$ cat src/rtl/cfg_txn_pkg.sv
package cfg_txn_pkg;

  localparam int WORD_W = 32;
  localparam int TGT_W  = 28;

  // control word bit positions
  localparam int START_BIT = 31;
  localparam int WRITE_BIT = 30;

  typedef struct packed {
    logic        write;
    logic [3:0]  chan;
    logic [5:0]  func;
    logic [1:0]  site;
    logic [3:0]  pos;
    logic [11:0] dev;
  } cmd_t;

  typedef enum logic { ST_IDLE = 1'b0, ST_WAIT = 1'b1 } seq_state_t;

  // register select indices
  localparam int SEL_DATA = 0;
  localparam int SEL_CTRL = 1;
  localparam int SEL_STAT = 2;
  localparam int NSEL     = 3;

  function automatic cmd_t word_to_cmd(input logic [WORD_W-1:0] w);
    cmd_t c;
    c.write = w[WRITE_BIT];
    c.chan  = w[29:26];
    c.func  = w[25:20];
    c.site  = w[17:16];
    c.pos   = w[15:12];
    c.dev   = w[11:0];
    return c;
  endfunction

  function automatic logic [WORD_W-1:0] cmd_to_word(input logic start, input cmd_t c);
    return {start, c.write, c.chan, c.func, 2'b00, c.site, c.pos, c.dev};
  endfunction

  function automatic logic [TGT_W-1:0] cmd_to_tgt(input cmd_t c);
    return {c.chan, c.func, c.site, c.pos, c.dev};
  endfunction

endpackage

$ cat src/rtl/cfg_reg_decode.sv
module cfg_reg_decode
  import cfg_txn_pkg::*;
#(
  parameter int AW       = 8,
  parameter int DATA_OFS = 'hA0,
  parameter int CTRL_OFS = 'hA4,
  parameter int STAT_OFS = 'hA8
) (
  input  logic [AW-1:0]   addr,
  output logic [NSEL-1:0] sel
);

  localparam logic [AW-1:0] OFS_TAB [NSEL] = '{AW'(DATA_OFS), AW'(CTRL_OFS), AW'(STAT_OFS)};

  for (genvar g = 0; g < NSEL; g++) begin : g_hit
    assign sel[g] = (addr == OFS_TAB[g]);
  end

endmodule

$ cat src/rtl/cfg_seq_fsm.sv
module cfg_seq_fsm
  import cfg_txn_pkg::*;
#(
  parameter int TIMEOUT_CYC = 64
) (
  input  logic clk,
  input  logic rst,
  input  logic launch,
  input  logic rsp_ack,
  input  logic rsp_err,
  output logic req,
  output logic finish,
  output logic finish_ok
);

  localparam int CNT_W = $clog2(TIMEOUT_CYC + 1);
  localparam logic [CNT_W-1:0] CNT_LAST = CNT_W'(TIMEOUT_CYC - 1);

  seq_state_t       state_q;
  logic [CNT_W-1:0] cnt_q;
  logic             waiting;
  logic             expired;

  assign waiting   = (state_q == ST_WAIT);
  assign expired   = (cnt_q == CNT_LAST);
  assign finish    = waiting && (rsp_ack || rsp_err || expired);
  // error has priority over acknowledge; ack beats an expiring window
  assign finish_ok = waiting && rsp_ack && !rsp_err;
  assign req       = waiting;

  always_ff @(posedge clk) begin
    if (rst) begin
      state_q <= ST_IDLE;
      cnt_q   <= '0;
    end else begin
      case (state_q)
        ST_IDLE: begin
          cnt_q <= '0;
          if (launch) state_q <= ST_WAIT;
        end
        ST_WAIT: begin
          if (finish) begin
            state_q <= ST_IDLE;
            cnt_q   <= '0;
          end else begin
            cnt_q <= cnt_q + 1'b1;
          end
        end
        default: state_q <= ST_IDLE;
      endcase
    end
  end

endmodule

$ cat src/rtl/cfg_txn_ctrl.sv
module cfg_txn_ctrl
  import cfg_txn_pkg::*;
#(
  parameter int AW          = 8,
  parameter int DATA_OFS    = 'hA0,
  parameter int CTRL_OFS    = 'hA4,
  parameter int STAT_OFS    = 'hA8,
  parameter int TIMEOUT_CYC = 64
) (
  input  logic              clk,
  input  logic              rst,
  input  logic [AW-1:0]     bus_addr,
  input  logic              bus_wr,
  input  logic              bus_rd,
  input  logic [WORD_W-1:0] bus_wdata,
  output logic [WORD_W-1:0] bus_rdata,
  output logic              dn_req,
  output logic              dn_write,
  output logic [TGT_W-1:0]  dn_tgt,
  output logic [WORD_W-1:0] dn_wdata,
  input  logic              dn_ack,
  input  logic              dn_err,
  input  logic [WORD_W-1:0] dn_rdata
);

  logic [NSEL-1:0]   sel;
  logic              start_q;
  cmd_t              cmd_q;
  logic [WORD_W-1:0] data_q;
  logic [1:0]        stat_q;
  logic [WORD_W-1:0] rdata_q;
  logic              launch;
  logic              fin, fin_ok;
  logic              wr_ok;

  cfg_reg_decode #(
    .AW(AW), .DATA_OFS(DATA_OFS), .CTRL_OFS(CTRL_OFS), .STAT_OFS(STAT_OFS)
  ) u_dec (
    .addr(bus_addr),
    .sel (sel)
  );

  assign wr_ok  = bus_wr && !start_q;
  assign launch = wr_ok && sel[SEL_CTRL] && bus_wdata[START_BIT];

  cfg_seq_fsm #(.TIMEOUT_CYC(TIMEOUT_CYC)) u_seq (
    .clk      (clk),
    .rst      (rst),
    .launch   (launch),
    .rsp_ack  (dn_ack),
    .rsp_err  (dn_err),
    .req      (dn_req),
    .finish   (fin),
    .finish_ok(fin_ok)
  );

  always_ff @(posedge clk) begin
    if (rst) begin
      start_q <= 1'b0;
      cmd_q   <= '0;
      data_q  <= '0;
      stat_q  <= 2'b00;
    end else if (fin) begin
      start_q <= 1'b0;
      stat_q  <= fin_ok ? 2'b01 : 2'b10;
      if (fin_ok && !cmd_q.write) data_q <= dn_rdata;
    end else if (wr_ok) begin
      if (sel[SEL_DATA]) data_q <= bus_wdata;
      if (sel[SEL_STAT]) stat_q <= 2'b00;
      if (sel[SEL_CTRL]) begin
        cmd_q   <= word_to_cmd(bus_wdata);
        start_q <= bus_wdata[START_BIT];
      end
    end
  end

  always_ff @(posedge clk) begin
    if (rst) begin
      rdata_q <= '0;
    end else if (bus_rd) begin
      unique case (1'b1)
        sel[SEL_DATA]: rdata_q <= data_q;
        sel[SEL_CTRL]: rdata_q <= cmd_to_word(start_q, cmd_q);
        sel[SEL_STAT]: rdata_q <= {{(WORD_W-2){1'b0}}, stat_q};
        default:       rdata_q <= '0;
      endcase
    end
  end

  assign bus_rdata = rdata_q;
  assign dn_write  = cmd_q.write;
  assign dn_tgt    = cmd_to_tgt(cmd_q);
  assign dn_wdata  = data_q;

endmodule

$ cat config.mk
export PLATFORM = sky130hd
export DESIGN_NAME = cfg_txn_ctrl
export DESIGN_NICKNAME = d
export VERILOG_FILES = /design/src/rtl/cfg_txn_pkg.sv /design/src/rtl/cfg_reg_decode.sv /design/src/rtl/cfg_seq_fsm.sv /design/src/rtl/cfg_txn_ctrl.sv
export SDC_FILE = /design/constraint.sdc
export NUM_CORES = 1
export LEC_CHECK = 0
export BUFFER_PORTS_ARGS = -buffer_cell sky130_fd_sc_hd__clkbuf_2
export CORE_UTILIZATION = 44
export DETAILED_ROUTE_END_ITERATION = 8
export PLACE_DENSITY_LB_ADDON = 0.08
export SLEW_MARGIN = 25
export SYNTH_ARGS = -nofsm -noshare
export SYNTH_HDL_FRONTEND = slang
export SYNTH_SLANG_ARGS = --single-unit
$ cat constraint.sdc
create_clock -name clk -period 2 [get_ports clk]
set_clock_uncertainty 0.1 [all_clocks]
set_input_delay 0.4 -clock clk [delete_from_list [all_inputs] [get_ports clk]]
set_output_delay 0.4 -clock clk [all_outputs]
set_load 0.02 [all_outputs]
==> metrics.txt <==
initial antenna violation count 0; Util after Layout 0.595; Rows 36; worst slew pin tran 560 ps; cells after synthesis 512; critical path launch point type flip-flop; H-tree levels 3; FF+latch count, synth roughly 100; Cell Area, Placed approximately 5600 sq um; CP Data Arrival Time 2110 ps; die height roughly 100 um; share of async-settable or async-resettable flops after synthesis 0; post-synthesis sequential area ratio 0.461; final hold slack around 180 ps; total number of yosys warnings 0; Top Ports about 170; maximum clock path buffer count 2; worst path cell trace ha_2, and3_4, a21o_4, or3_4, buf_6, o221a_2; RSZ-0062 raised after global routing false; clk root buf clkbuf_8; Fin. Hold Viols 0; Fmax achieved 514 MHz; share of layout cells above drive strength 1 0.380; Max VDD drop 0.387 mV; leakage between 2 and 3 nW; largest net degree at the start of global routing 54; worst path bufs/invs 1; Via density roughly 5.3; # fillers 904; ant diodes 0; Mean Syn Cell Area slightly below 9 sq um; DP Wirelength around 9.4 mm; nets 762; wire per inst roughly 16 um; Core ar. 9860 sq um; outcome finished clean; starting density of the core 0.458; CP required ~2200 ps; area share of the largest cell type after synthesis 0.461; Worst Path Max Fanout 8; first-pass GRT wire length ~20 mm; Final setup viols 0; EDFF count, synth 0; Power Density 614 nW/um^2; CP peak stage delay 380 ps; Critical Path Slowest Stage Cell or3_4; Global Route Usage Sum 0.252; hold crit path type in2reg; max_cap viols 0; CP Class reg2reg; DRC 0; max-slew violation count 0; Slew HR 0.627; Die X-Extent between 100 and 150 um; Hold Buf Count CTS 0; vias in the first global route 4,100; CP top delay family simple AND/OR/NAND/NOR gates; GR Overflow Total 0; IO Port Bufs 171; Syn Nets a little under 600; Crit. End Element flip-flop; P&R area growth vs syn 30.1%; 1st-pass router iterations 4; Post-Syn Area ~4500 sq um; Clock Sinks 104; Skew-Pair Late Insertion Delay ~360 ps; Top FF cell, synth dfxtp_1; via count approximately 4,300; Tot Pwr between 3 and 4 mW; Detailed Route WL ~13 mm; Num CTS Buffers 9; Post-DRT Antenna Nets 0; top post-synthesis cells by area dfxtp_1 (46%), nor2_1 (8.5%), o221a_1 (7.5%); Synth cell types 39; full die area around 11,000 sq um; Tmin final ~1900 ps; CTS tree yes; Tcrit/Tclk final 0.972; fin area between 5000 and 6000 sq um; RD Place Congestion 0.822; CTS clk-pin slew, worst paths roughly 100 ps; post-synthesis cell type with the largest combined area dfxtp_1; drt initial violations between 200 and 250
-- cells in the final DEF (no fill, tap or decap), types with 5 or more instances in the layout --
cell type  netlist  layout
nor2b_1         30      30
o221a_1         30      30
clkbuf_8         0      10
buf_4            0      25
nor2_1         102     102
mux2_2          28      28
a21oi_1         62      61
nand3_1         31      31
buf_6            4       5
clkbuf_2         0     170
dfxtp_1        104     103
o21ai_0         32      32
-- cells in the mapped netlist (all sizes together), types with 2 or more instances --
| master | instances |
|---|---|
| and3 | 5 |
| nor2 | 102 |
| nand2b | 4 |
| nor3 | 4 |
| nand3b | 2 |
| nand3 | 31 |
| buf | 10 |
| mux2 | 28 |
| a22o | 3 |
| nor2b | 30 |
| clkbuf | 35 |
| dfxtp | 104 |
| nand2 | 4 |
| xnor2 | 3 |
| o21ai | 32 |
| a21oi | 62 |
| mux2i | 2 |
| inv | 2 |
| o221a | 32 |
-- routing by layer --
metal  global-route usage  routed length, um  vias to the layer above  share of wire
met1                0.324               5720                     2021           0.43
met4               0.0910                161                        0          0.012
met3               0.0551                826                       12          0.062
met5                    0                  0                        -              0
met2                0.416               6590                      161           0.50
li1                     -                  -                     2143              -
-- stage by stage --
step           TNS, ps  worst slack, ps  std cells
6_report             0             55.1        819
3_3_place_gp         0             10.3        802
3_5_place_dp     -58.8            -22.9        802
5_1_grt              0             11.0        819
2_1_floorplan        0             34.0        512
4_1_cts          -35.2            -10.8        817
-- worst reg2reg max path, stage by stage (launching register included) --
cell	delay, ps
dfxtp_2	340
ha_2	190
and3_4	200
a21o_4	220
or3_4	380
buf_6	160
o221a_2	260
-- flip-flops by register name, summed over array words and instances (netlist names) --
signal,count
u_seq.cnt_q,7
dn_write,1
stat_q,2
u_seq.req,1
dn_tgt,28
start_q,1
dn_wdata,32
bus_rdata,32
-- cell families (layout without fill, tap and decap cells) --
logic type,after synthesis,after routing,synth area share
AO/OA/AOI/OAI,136,136,0.205
buffers and inverters,47,221,0.0474
multiplexers,30,30,0.0743
flip-flops,104,104,0.461
AND/OR/NAND/NOR,190,190,0.202
XOR/XNOR,4,4,0.00776
adder cells (fa/ha/maj),1,1,0.00277
-- where the power goes --
part,internal [mW],total [mW],switching (mW)
Combinational,0.0986,0.225,0.126
Sequential,2.07,2.07,0.00211
Clock,0.607,1.31,0.702
-- final timing paths --
path,start,cells past startpoint,slack (ps),endpoint
min reg2reg,u_seq.cnt_q[0],1,320,u_seq.cnt_q[0]
min,bus_wdata[11],3,180,dn_tgt[11]
max,u_seq.cnt_q[0],6,60,dn_wdata[11]
max reg2reg,u_seq.cnt_q[0],6,60,dn_wdata[11]
-- final cells by class --
cell class / instances / area (sq um) / area share
multi-input combinational: 361 / 2250 / 0.384
sequential: 104 / 2080 / 0.355
timing repair buffer: 205 / 1170 / 0.199
tap: 133 / 166 / 0.0283
clock buffer: 10 / 138 / 0.0234
clock inverter: 4 / 55.1 / 0.00938
inverter: 2 / 7.51 / 0.00128
-- timing repair --
action,4_1_cts,5_1_grt
gates cloned,1,1
endpoints found under the setup margin,32,34
pin swaps,0,2
buffers inserted,0,1
resized for setup,9,4
Power figures use the tool's default switching activity.
